===== config.mk =====
export PLATFORM = sky130hd
export DESIGN_NAME = nand_host_regs
export DESIGN_NICKNAME = d
export VERILOG_FILES = /design/src/rtl/nand_host_pkg.sv /design/src/rtl/nand_host_ctrl.sv /design/src/rtl/nand_host_dp.sv /design/src/rtl/nand_host_regs.sv
export SDC_FILE = /design/constraint.sdc
export NUM_CORES = 1
export LEC_CHECK = 0
export BUFFER_PORTS_ARGS = -buffer_cell sky130_fd_sc_hd__buf_2
export CAP_MARGIN = 20
export CORE_ASPECT_RATIO = 0.75
export CORE_UTILIZATION = 50
export DETAILED_ROUTE_END_ITERATION = 8
export MAX_ROUTING_LAYER = met4
export PLACE_DENSITY_LB_ADDON = 0.08
export SYNTH_ARGS = -nofsm -noshare
export SYNTH_HDL_FRONTEND = slang
export SYNTH_SLANG_ARGS = --single-unit

===== constraint.sdc =====
create_clock -name clk -period 6.6 [get_ports clk]
set_input_delay 1.32 -clock clk [delete_from_list [all_inputs] [get_ports clk]]
set_output_delay 1.32 -clock clk [all_outputs]
set_load 0.02 [all_outputs]

===== src/rtl/nand_host_pkg.sv =====
package nand_host_pkg;
  localparam int BYTE_W  = 8;
  localparam int DATA_W  = 32;
  localparam int LINE_W  = 16;
  localparam int COL_W   = 6;
  localparam int HALF_LN = LINE_W / 2;

  localparam int OFS_LPLO  = 'h00;
  localparam int OFS_LPHI  = 'h04;
  localparam int OFS_COL   = 'h08;
  localparam int OFS_CNT   = 'h0C;
  localparam int OFS_CLEAR = 'h10;
  localparam int OFS_DATA  = 'h14;
  localparam int OFS_CTL   = 'h18;

  localparam int BIT_CE0   = 0;
  localparam int BIT_CLE   = 1;
  localparam int BIT_ALE   = 2;
  localparam int BIT_WP    = 3;
  localparam int BIT_CE1   = 4;
  localparam int BIT_READY = 5;

  typedef enum logic [1:0] {
    ST_IDLE  = 2'd0,
    ST_RD_LO = 2'd1,
    ST_RD_HI = 2'd2,
    ST_DONE  = 2'd3
  } accState_e;

  typedef struct packed {
    logic eccClear;
    logic digest;
    logic fromFlash;
    logic capLo;
    logic capHi;
    logic loadReg;
    logic zeroData;
  } dpStrobe_t;
endpackage


===== src/rtl/nand_host_ctrl.sv =====
module nand_host_ctrl
  import nand_host_pkg::*;
#(
  parameter int ADDR_W = 6
) (
  input  logic              clk,
  input  logic              rstN,
  input  logic              busReq,
  input  logic              busWrite,
  input  logic              busWide,
  input  logic [ADDR_W-1:0] busAddr,
  input  logic [BYTE_W-1:0] busWdata,
  input  logic              flashReady,
  output logic              busAck,
  output logic              flashRd,
  output logic              flashWr,
  output logic              flashCle,
  output logic              flashAle,
  output logic              flashCeN,
  output logic              flashWp,
  output logic [BYTE_W-1:0] ctlView,
  output dpStrobe_t         strb
);
  accState_e state, nextState;
  logic [BYTE_W-1:0] ctlReg;
  logic wideQ;
  logic wrPulse;
  logic isData, isClear, isCtl;
  logic startAcc;

  assign isData   = (busAddr == ADDR_W'(OFS_DATA));
  assign isClear  = (busAddr == ADDR_W'(OFS_CLEAR));
  assign isCtl    = (busAddr == ADDR_W'(OFS_CTL));
  assign startAcc = (state == ST_IDLE) && busReq;

  always_comb begin
    strb      = '0;
    nextState = state;
    flashRd   = 1'b0;
    busAck    = 1'b0;
    unique case (state)
      ST_IDLE: begin
        if (busReq) begin
          if (busWrite) begin
            strb.digest   = isData;
            strb.eccClear = isClear;
            nextState     = ST_DONE;
          end else if (isData) begin
            strb.zeroData = 1'b1;
            nextState     = ST_RD_LO;
          end else begin
            strb.loadReg  = 1'b1;
            nextState     = ST_DONE;
          end
        end
      end
      ST_RD_LO: begin
        flashRd        = 1'b1;
        strb.digest    = 1'b1;
        strb.fromFlash = 1'b1;
        strb.capLo     = 1'b1;
        nextState      = wideQ ? ST_RD_HI : ST_DONE;
      end
      ST_RD_HI: begin
        flashRd        = 1'b1;
        strb.digest    = 1'b1;
        strb.fromFlash = 1'b1;
        strb.capHi     = 1'b1;
        nextState      = ST_DONE;
      end
      ST_DONE: begin
        busAck    = 1'b1;
        nextState = ST_IDLE;
      end
      default: nextState = ST_IDLE;
    endcase
  end

  always_ff @(posedge clk or negedge rstN) begin
    if (!rstN) begin
      state   <= ST_IDLE;
      wideQ   <= 1'b0;
      ctlReg  <= '0;
      wrPulse <= 1'b0;
    end else begin
      state   <= nextState;
      wrPulse <= startAcc && busWrite && isData;
      if (startAcc) wideQ <= busWide;
      if (startAcc && busWrite && isCtl) begin
        ctlReg            <= busWdata;
        ctlReg[BIT_READY] <= 1'b0;
      end
    end
  end

  assign flashWr  = wrPulse;
  assign flashCle = ctlReg[BIT_CLE];
  assign flashAle = ctlReg[BIT_ALE];
  assign flashWp  = ctlReg[BIT_WP];
  assign flashCeN = ctlReg[BIT_CE0] | ctlReg[BIT_CE1];

  always_comb begin
    ctlView            = ctlReg;
    ctlView[BIT_READY] = flashReady;
  end
endmodule


===== src/rtl/nand_host_dp.sv =====
module nand_host_dp
  import nand_host_pkg::*;
#(
  parameter int ADDR_W = 6
) (
  input  logic              clk,
  input  logic              rstN,
  input  dpStrobe_t         strb,
  input  logic [ADDR_W-1:0] busAddr,
  input  logic [BYTE_W-1:0] busWdata,
  input  logic [BYTE_W-1:0] flashDin,
  input  logic [BYTE_W-1:0] ctlView,
  output logic [DATA_W-1:0] busRdata,
  output logic [BYTE_W-1:0] flashDout
);
  logic [LINE_W-1:0] lineParity, lineNext;
  logic [COL_W-1:0]  colParity, colNext;
  logic [BYTE_W-1:0] byteCount;
  logic [BYTE_W-1:0] inByte;
  logic [BYTE_W-1:0] doutQ;
  logic [DATA_W-1:0] readData, regVal;
  logic [BYTE_W-1:0] lpLoView, lpHiView;
  logic bytePar;

  assign inByte  = strb.fromFlash ? flashDin : busWdata;
  assign bytePar = ^inByte;

  always_comb begin
    lineNext = lineParity;
    for (int k = 0; k < BYTE_W; k++) begin
      if (byteCount[k]) lineNext[2*k+1] = lineParity[2*k+1] ^ bytePar;
      else              lineNext[2*k]   = lineParity[2*k]   ^ bytePar;
    end
  end

  always_comb begin
    colNext[0] = colParity[0] ^ inByte[0] ^ inByte[2] ^ inByte[4] ^ inByte[6];
    colNext[1] = colParity[1] ^ inByte[1] ^ inByte[3] ^ inByte[5] ^ inByte[7];
    colNext[2] = colParity[2] ^ inByte[0] ^ inByte[1] ^ inByte[4] ^ inByte[5];
    colNext[3] = colParity[3] ^ inByte[2] ^ inByte[3] ^ inByte[6] ^ inByte[7];
    colNext[4] = colParity[4] ^ (^inByte[3:0]);
    colNext[5] = colParity[5] ^ (^inByte[7:4]);
  end

  always_ff @(posedge clk or negedge rstN) begin
    if (!rstN) begin
      lineParity <= '0;
      colParity  <= '0;
      byteCount  <= '0;
      doutQ      <= '0;
    end else if (strb.eccClear) begin
      lineParity <= '0;
      colParity  <= '0;
      byteCount  <= '0;
    end else if (strb.digest) begin
      lineParity <= lineNext;
      colParity  <= colNext;
      byteCount  <= byteCount + 1'b1;
      if (!strb.fromFlash) doutQ <= inByte;
    end
  end

  for (genvar j = 0; j < 4; j++) begin : g_ilv
    assign lpLoView[2*j]   = lineParity[4+j];
    assign lpLoView[2*j+1] = lineParity[HALF_LN+4+j];
    assign lpHiView[2*j]   = lineParity[j];
    assign lpHiView[2*j+1] = lineParity[HALF_LN+j];
  end

  always_comb begin
    regVal = '0;
    case (busAddr)
      ADDR_W'(OFS_LPLO): regVal[BYTE_W-1:0] = lpLoView;
      ADDR_W'(OFS_LPHI): regVal[BYTE_W-1:0] = lpHiView;
      ADDR_W'(OFS_COL):  regVal[COL_W-1:0]  = colParity;
      ADDR_W'(OFS_CNT):  regVal[BYTE_W-1:0] = byteCount;
      ADDR_W'(OFS_CTL):  regVal[BYTE_W-1:0] = ctlView;
      default:           regVal = '0;
    endcase
  end

  always_ff @(posedge clk or negedge rstN) begin
    if (!rstN) begin
      readData <= '0;
    end else if (strb.zeroData) begin
      readData <= '0;
    end else if (strb.loadReg) begin
      readData <= regVal;
    end else begin
      if (strb.capLo) readData[BYTE_W-1:0] <= flashDin;
      if (strb.capHi) readData[2*BYTE_W+BYTE_W-1:2*BYTE_W] <= flashDin;
    end
  end

  assign busRdata  = readData;
  assign flashDout = doutQ;
endmodule


===== src/rtl/nand_host_regs.sv =====
module nand_host_regs
  import nand_host_pkg::*;
#(
  parameter int ADDR_W = 6
) (
  input  logic              clk,
  input  logic              rstN,
  input  logic              busReq,
  input  logic              busWrite,
  input  logic              busWide,
  input  logic [ADDR_W-1:0] busAddr,
  input  logic [7:0]        busWdata,
  output logic              busAck,
  output logic [31:0]       busRdata,
  output logic              flashCle,
  output logic              flashAle,
  output logic              flashCeN,
  output logic              flashWp,
  input  logic              flashReady,
  output logic              flashRd,
  output logic              flashWr,
  output logic [7:0]        flashDout,
  input  logic [7:0]        flashDin
);
  dpStrobe_t strb;
  logic [BYTE_W-1:0] ctlView;

  nand_host_ctrl #(.ADDR_W(ADDR_W)) u_ctrl (
    .clk(clk), .rstN(rstN), .busReq(busReq), .busWrite(busWrite),
    .busWide(busWide), .busAddr(busAddr), .busWdata(busWdata),
    .flashReady(flashReady), .busAck(busAck), .flashRd(flashRd),
    .flashWr(flashWr), .flashCle(flashCle), .flashAle(flashAle),
    .flashCeN(flashCeN), .flashWp(flashWp), .ctlView(ctlView), .strb(strb)
  );

  nand_host_dp #(.ADDR_W(ADDR_W)) u_dp (
    .clk(clk), .rstN(rstN), .strb(strb), .busAddr(busAddr),
    .busWdata(busWdata), .flashDin(flashDin), .ctlView(ctlView),
    .busRdata(busRdata), .flashDout(flashDout)
  );
endmodule


## Word level (Yosys, flattened, before mapping)

Cells that the tools add are included.

- Logic and storage cells: 170
- Bits in registers: 81
- Latch bits: 0
- Bits of input ports: 28
- ROM bits: 0
- RAM bits: 0
- Output and inout port bits: 47
- Memories kept: 0

- $mul: 0
- Order comparisons: 0
- Eq/ne operators: 18
- Div/mod/pow operators: 0
- Shift-type cells: 0
- Bitwise operators: 37
- Reduce and logical (&&, ||, !) cells: 39
- Mux-type cells: 49
- $add $sub $neg: 1

Operators with widths:

| cell | count |
|---|---|
| two-way mux 8 bit | 8 |
| bitwise XOR 1 bit | 34 |
| two-way mux 16 bit | 2 |
| two-way mux 32 bit | 1 |
| AND reduction 2 bit | 16 |
| case mux 6 bit (5 select lines) | 1 |
| two-way mux 1 bit | 24 |
| nonzero test 2 bit | 10 |
| equality test 6 x 5 -> 1 bit, second input constant | 3 |
| != test 2 bit, second input constant | 9 |
| two-way mux 2 bit | 8 |
| case mux 2 bit (4 select lines) | 2 |
| equality test 6 x 4 -> 1 bit, second input constant | 2 |
| two-way mux 6 bit | 2 |
| adder 8 x 1 -> 8 bit, second input constant | 1 |
| parity 4 bit | 2 |
| parity 8 bit | 1 |
| equality test 6 x 3 -> 1 bit, second input constant | 1 |
| zero test 6 bit | 1 |
| nonzero test 3 bit | 2 |
| equality test 2 bit, second input constant | 2 |
| logical AND 1 bit | 4 |
| AND reduction 3 bit | 1 |
| equality test 2 x 1 -> 1 bit, second input constant | 1 |
| 5 further kinds | 6 |

## Depth between registers and ports, before layout

Gate-level depths: netlist of run 1.

- Word-level depth: 10
- Depth in mapped cells: 9
- Gate-level depth less buffers: 8

## Cells and area by module

A second synthesis of run 1 with hierarchy kept.

- Cells, all modules: 386
- Area total of the unflattened synthesis: 3821.2 µm²

By module, submodules not included:

| module | sequential area each (µm²) | cells an instance | instances | area each (µm²) |
|---|---|---|---|---|
| nand_host_dp | 1351.3 | 332 | 1 | 3178.0 |
| nand_host_ctrl | 275.3 | 54 | 1 | 643.1 |

## Least setup slack after synthesis of run 1

Ideal clock, no wire load.

- Path kind: input -> register
- From: in busAddr[1]
- To: reg u_dp.lineParity[4]
- Arrival: 2.906 ns
- Path buffers: 1
- Path slack: 3.616 ns
- Stages: 6
- Setup time: 0.078 ns
- Data required time: 6.522 ns
- Cells stage by stage: or4_4 -> nor3_4 -> o21bai_2 -> buf_6 -> or4_1 -> a21oi_1

- Cells in the longest elaborated chain, start to end: 6
- Elaborated cells on any way between the ends: 10
- Classes of those cells: eq/ne: 3; mux: 5; reduce/logical: 2

RTL lines:

| element | RTL line | source |
|---|---|---|
| from (decl) | nand_host_regs.sv:11 | `input logic [ADDR_W-1:0] busAddr,` |
| equality test 6 x 5 -> 1 bit, on equally long branches | nand_host_ctrl.sv:31, nand_host_ctrl.sv:32 |  |
| two-way mux 2 bit * | nand_host_ctrl.sv:44 | `if (busWrite) begin` |
| two-way mux 2 bit * | nand_host_ctrl.sv:43 | `if (busReq) begin` |
| case mux 1 bit (2 select lines) or two-way mux 1 bit (tied branches) | nand_host_ctrl.sv:41 | `unique case (state)` |
| nonzero test 2 bit (no line) or != test 2 bit (tied branches) | n/a |  |
| AND reduction 2 bit (no line) | n/a |  |
| to (signal assigned) | nand_host_dp.sv:56 | `lineParity <= lineNext;` |
| to (decl) | nand_host_dp.sv:16 | `logic [LINE_W-1:0] lineParity, lineNext;` |

Mark *: on every way between the ends. The rest lies on a longest branch, timed or not.
A chain may end at the register's enable or synchronous reset.

## Worst setup path in the final report of run 1

- From: in busAddr[1]
- To: reg u_dp.doutQ[2], in the netlist u_dp.flashDout[2]

- Cells in the longest elaborated chain, start to end: 6
- Elaborated cells on any way between the ends: 8
- Classes of those cells: eq/ne: 2; mux: 4; bitwise: 1; reduce/logical: 1

RTL lines:

| element | RTL line | source |
|---|---|---|
| equality test 6 x 5 -> 1 bit | nand_host_ctrl.sv:32 | `assign isClear = (busAddr == ADDR_W'(OFS_CLEAR));` |
| two-way mux 2 bit * | nand_host_ctrl.sv:44 |  |
| two-way mux 2 bit * | nand_host_ctrl.sv:43 |  |
| two-way mux 1 bit | nand_host_ctrl.sv:41 |  |
| NOT 1 bit (no line) | n/a |  |
| AND reduction 3 bit (no line) * | n/a |  |
| to (signal assigned) | nand_host_dp.sv:59 | `if (!strb.fromFlash) doutQ <= inByte;` |
| to (decl) | nand_host_dp.sv:20 | `logic [BYTE_W-1:0] doutQ;` |

Marks and branches as above.

==> qor.yml, run 1 <==
run_status:
  outcome: "finished clean"
route:
  post-route-drc-count: 0
  wire_per_inst_um: 16.5
  drtPass1Iterations: 4
  post_drt_via_cell_ratio: 5.57
  num_vias: 2953
  ant_nets: 0
  finalWirelength_mm: 8.76
  drtIter0Drc: 151
finish:
  drive_gt1_share_pct: 23.1
  layout_common_cells: "65 x dfrtp_1, 58 x buf_2, 33 x a21oi_1"
  diodes: 0
  final_nets: 460
  synthToLayoutAreaGrowth_pct: 14.2
  postLayoutCellArea_um2: 4210
  fillers: 605
  final_common_cell: "dfrtp_1"
setup_path:
  crit_fanout: 8
  rr_worst_depth: 9
  cp-start-kind: "input port"
  worstPathRequired_ns: 6.82
  worst_ep_arrival_time_ns: 3.41
  crit_type: "in -> reg"
  endpoint_kind: "flip-flop"
  regToRegSetupSlack_ns: 3.74
synth:
  synth_edf_count: 0
  synth_flop_cell: "dfrtp_1"
  synth_seq_cells: 65
  syn-instance-count: 375
  synthesis.area_um2: 3690
  ys_seq_area_share_pct: 44.1
  avgSynthCellArea_um2: 9.83
  synth_cell_types: 41
  ys_warn_count: 0
  synth-async-reset-ratio_pct: 100
floorplanning:
  die_x_um: 101
  num_rows: 26
  fp.dieH_um: 76.4
  die_area_um2: 7720
  num_io_pins: 75
  start_util_pct: 52.9
  core_um2: 6960
global_route:
  grtUsageTotal_pct: 25.0
  grt_pass1_vias: 2718
  grt_max_degree: 66
  overflow: 0
  grt_pass1_wl_mm: 14.2
  antenna_found_initial: 0
min_path:
  holdPathStages: 1
  hp-class: "reg -> reg"
clock_tree:
  cts_made_buffers: 9
  post_cts_buffers: 0
  root_buffer: "clkbuf_8"
  postCtsHoldBufs: 0
  cts_resized: 0
  path_clk_slew_ns: 0.06
  cts.sinks: 65
  cts_tree: "built"
  clkLatencyLatePin_ns: 0.34
  cts-htree-levels: 3
  cts_buffer_depth: 2
placed_design:
  place_area_um2: 3950
  pre_cts_slack_ns: 3.04
  gp_congestion: 0.849
  port_buffers: 58
  dp_hpwl_mm: 6.09
pwr:
  pwr-share-seq_pct: 31.9
  power.internal_w: 0.00116
  switching_power_w: 0.000942
  ir_drop_uv: 307
  power.density_nw_per_um2: 500
  p_leak_nw: 1.97
  switching_share_pct: 44.8
  comb_power_share_pct: 51.1
  clock_power_share_pct: 17.0
sta:
  finalSetupViolations: 0
  rsz0062_at_grt: "false"
  post-route-period-util_pct: 48.2
  max_freq_mhz: 314
  fin_ws_ns: 3.42
  worst_pin_slew_ns: 1.05
  fin_crit_ns: 3.18
  tns_ns: 0
  maxSlewViolCount: 0
  fin_worst_skew_ns: 0.00670
  hold_viol_final: 0
  relSlewSlack_pct: 29.4
job:
  max-cap-violations: 0
[kinds of logic (layout without fill, tap and decap cells)]
| kind of cell | after synthesis | after routing | synth area share (%) |
|---|---|---|---|
| simple gates | 100 | 100 | 14.1 |
| compound gates | 88 | 88 | 14.0 |
| flops | 65 | 65 | 44.1 |
| mux | 42 | 42 | 11.9 |
| buf+inv | 42 | 84 | 6.42 |
| xor+xnor | 32 | 32 | 7.60 |
| fa+ha+maj | 5 | 5 | 1.70 |
| other cells | 1 | 16 | 0.102 |
[registers in the layout, summed over array words and instances (netlist names)]
| name | cells |
|---|---|
| u_dp.busRdata | 16 |
| u_ctrl.ctlReg | 7 |
| u_dp.flashDout | 8 |
| u_dp.lineParity | 16 |
| u_ctrl.state | 2 |
| u_ctrl.wideQ | 1 |
| u_dp.colParity | 6 |
| u_dp.byteCount | 8 |
| u_ctrl.flashWr | 1 |
[Yosys cell counts (3+ instances only)]
cell	n	share of area, %
dfrtp_1	65	44
a21oi_1	33	4.5
nand2_1	28	2.9
mux2i_1	26	7.1
o21ai_0	26	3.5
nor2_1	22	2.2
xnor2_1	21	5.0
buf_4	16	3.3
mux2_2	16	4.9
clkbuf_1	15	1.5
or3_1	14	2.4
xor2_1	11	2.6
o31ai_1	8	1.6
or4_1	8	1.6
nand3_1	7	0.95
a22o_1	6	1.4
o22ai_1	6	1.0
ha_1	5	1.7
inv_1	4	0.41
nor3_1	4	0.54
a211oi_1	3	0.61
a31oi_1	3	0.51
and3_1	3	0.51
nand2b_1	3	0.51
nor2b_1	3	0.51
[metal layers]
layer  track usage (%)  up-vias  wire, um
met3              5.32       10       505
li1                  -     1406         -
met4              6.52        0        87
met5                 -        -         0
met1              37.3     1449      4420
met2              34.3       88      3750
[through the flow]
step	hold WS (ns)	std cells	utilization, %	total power [W]
global route	0.531	530	60.5	0.00226
finish	0.506	530	60.5	0.00210
detailed placement	0.494	511	56.8	0.00172
floorplan	0.479	390	-	0.00148
CTS	0.511	527	59.8	0.00209
global placement	0.489	511	56.8	0.00169
[worst paths after layout]
check | startpoint | end
min in group asynchronous | rstN | u_ctrl.state[0]
worst max-delay path | busAddr[1] | u_dp.flashDout[2]
worst min register to register | u_dp.flashDout[1] | u_dp.flashDout[1]
worst min-delay path | u_dp.flashDout[1] | u_dp.flashDout[1]
worst max register to register | u_ctrl.state[1] | u_dp.lineParity[14]
max in group asynchronous | rstN | u_dp.flashDout[1]
[power groups by stage]
stage | registers, W | logic, W | clock network (W)
3_5_place_dp | 0.000676 | 0.00104 | 0
3_3_place_gp | 0.000671 | 0.00102 | 0
6_report | 0.000671 | 0.00108 | 0.000358
5_1_grt | 0.000690 | 0.00120 | 0.000377
4_1_cts | 0.000669 | 0.00105 | 0.000365
2_1_floorplan | 0.000697 | 0.000778 | 0
[worst max-delay path, stage by stage]
cell and delay (ns):
buf_2 0.11, nor4_1 0.43, nand3_1 0.22, nor4_2 0.91
mux2_2 0.42
[area by class of cell]
class	instances	area [um^2]	share of cell area, %
Multi-Input combinational cell	283	1880	44.6
Timing Repair Buffer	63	355	8.44
Sequential cell	65	1630	38.6
Inverter	5	18.8	0.446
Clock buffer	14	173	4.10
Tap cell	98	123	2.91
Clock inverter	2	35.0	0.832
Note: power is estimated with default switching activity, not from simulation.
==> run 2, diff against run 1 <==
==> constraint.sdc (replaced) <==
create_clock -name clk -period 3.12 [get_ports clk]
set_input_delay 0.624 -clock clk [delete_from_list [all_inputs] [get_ports clk]]
set_output_delay 0.624 -clock clk [all_outputs]
set_load 0.02 [all_outputs]
==> qor.yml, run 2 (synthesis results as in run 1) <==
setup_path:
  rr_worst_depth: 9
  setup.worst_path.start: "u_ctrl.state[0]"
  endpoint: "u_dp.lineParity[2]"
  r2r_start: "u_ctrl.state[0]"
  max_stage_delay_ns: 0.41
  crit_path_top_delay_cell: "or4_1"
  endpoint_kind: "flip-flop"
  worst_ep_arrival_time_ns: 2.89
  worstPathRequired_ns: 3.39
  crit_type: "reg -> reg"
  cp-start-kind: "flip-flop"
  reg2reg_to: "u_dp.lineParity[2]"
  path_cells: "inv_1, ha_1, inv_2, mux2i_1, xnor2_1, xor2_1, buf_4, or4_1, a21oi_1"
  crit_fanout: 32
  regToRegSetupSlack_ns: 0.50
floorplanning:
  core_um2: 6960
  fp.dieH_um: 76.4
  num_rows: 26
  die_x_um: 101
  start_util_pct: 52.9
  die_area_um2: 7720
  num_io_pins: 75
sta:
  tns_ns: 0
  whs_ns: 0.271
  max_freq_mhz: 382
  fin_worst_skew_ns: 0.00822
  post-route-period-util_pct: 83.9
  maxSlewViolCount: 0
  hold_viol_final: 0
  fin_crit_ns: 2.62
  finalSetupViolations: 0
  relSlewSlack_pct: 60.3
  rsz0062_at_grt: "false"
  worst_pin_slew_ns: 0.595
min_path:
  hp-class: "in -> async"
global_route:
  grt_pass1_vias: 2741
  overflow: 0
  grt_pass1_wl_mm: 14.4
  grt_max_degree: 33
  antenna_found_initial: 0
  grtUsageTotal_pct: 24.9
pwr:
  clock_power_share_pct: 17.2
  switching_power_w: 0.00198
  power.density_nw_per_um2: 1050
  pwr-share-seq_pct: 32.0
  power.internal_w: 0.00247
  ir_drop_uv: 688
  switching_share_pct: 44.4
  comb_power_share_pct: 50.8
  p_leak_nw: 1.98
finish:
  layout_common_cells: "65 x dfrtp_1, 58 x buf_2, 33 x a21oi_1"
  synthToLayoutAreaGrowth_pct: 14.7
  fillers: 644
  final_common_cell: "dfrtp_1"
  final_nets: 464
  drive_gt1_share_pct: 24.3
  diodes: 0
clock_tree:
  post_cts_buffers: 0
  path_clk_slew_ns: 0.07
  root_buffer: "clkbuf_8"
  cts-htree-levels: 3
  cts_resized: 0
  cts_buffer_depth: 2
  cts.sinks: 65
  clkLatencyLatePin_ns: 0.35
  cts_made_buffers: 9
  postCtsHoldBufs: 0
  cts_tree: "built"
route:
  finalWirelength_mm: 8.61
  ant_nets: 0
  num_vias: 2940
  drtIter0Drc: 209
  post_drt_via_cell_ratio: 5.51
  drtPass1Iterations: 4
  wire_per_inst_um: 16.1
  post-route-drc-count: 0
job:
  max-cap-violations: 0
placed_design:
  port_buffers: 58
  dp_hpwl_mm: 6.32
  gp_congestion: 0.814
run_status:
  outcome: "finished clean"
run 2: cell types whose count changed in the layout (fill, tap and decap cells not counted):
cell / change
buf_4: +5
clkbuf_1: -2
clkinvlp_4: +2
buf_16: -1
run 2: routing by layer:
layer  vias to the layer above  part of all wire, %  global-route usage (%)
met2                        88                   41                    33.3
met4                         0                 0.79                    4.35
met1                      1429                   52                    38.3
li1                       1416                    -                       -
met3                         7                  6.3                    6.15
met5                         -                    0                       -
run 2: worst max-delay path, delay by kind of cell, from the launching register on:
family                   cells  cell delay [ns]
adder cells (fa/ha/maj)      1             0.33
flip-flops                   1             0.39
buffers and inverters        3             0.48
XOR/XNOR                     2             0.39
multiplexers                 1             0.36
AND/OR/NAND/NOR              1             0.41
AO/OA/AOI/OAI                1             0.17
run 2: power by group through the flow:
| stage | combinational (W) | sequential [W] | clock (W) |
|---|---|---|---|
| 5_1_grt | 0.00253 | 0.00146 | 0.000817 |
| 4_1_cts | 0.00223 | 0.00142 | 0.000776 |
| 6_report | 0.00226 | 0.00142 | 0.000766 |
| 3_5_place_dp | 0.00222 | 0.00143 | 0 |
| 2_1_floorplan | 0.00165 | 0.00147 | 0 |
| 3_3_place_gp | 0.00216 | 0.00142 | 0 |
run 2: final cells by class:
type	instances	area (um^2)	share of cell area, %
multi-input cells	283	1880	44.5
flip-flops and latches	65	1630	38.5
repair buffers	67	365	8.64
clock buffers	12	165	3.91
well taps	98	123	2.90
clock inverters	4	50.0	1.18
inverters	5	18.8	0.444
run 2: worst min path at each step:
stage / start / to / slack (ns)
after floorplan: rstN / u_ctrl.ctlReg[0] / 0.33
after global placement: u_dp.flashDout[5] / u_dp.flashDout[5] / 0.49
after detailed placement: u_dp.flashDout[3] / u_dp.flashDout[3] / 0.49
after CTS: rstN / u_ctrl.state[0] / 0.29
after global routing: rstN / u_ctrl.wideQ / 0.31
final: rstN / u_ctrl.wideQ / 0.27
run 2: metrics by stage:
stage | cells | util, % | total power [W] | instance area [um^2] | setup slack, ns
global placement | 517 | 57.4 | 0.00358 | 4000 | 0.497
finish | 534 | 60.7 | 0.00445 | 4230 | 0.502
global route | 534 | 60.7 | 0.00480 | 4230 | 0.374
CTS | 533 | 60.5 | 0.00442 | 4210 | 0.530
floorplan | 390 | - | 0.00312 | 3740 | 0.715
detailed placement | 517 | 57.4 | 0.00365 | 4000 | 0.425
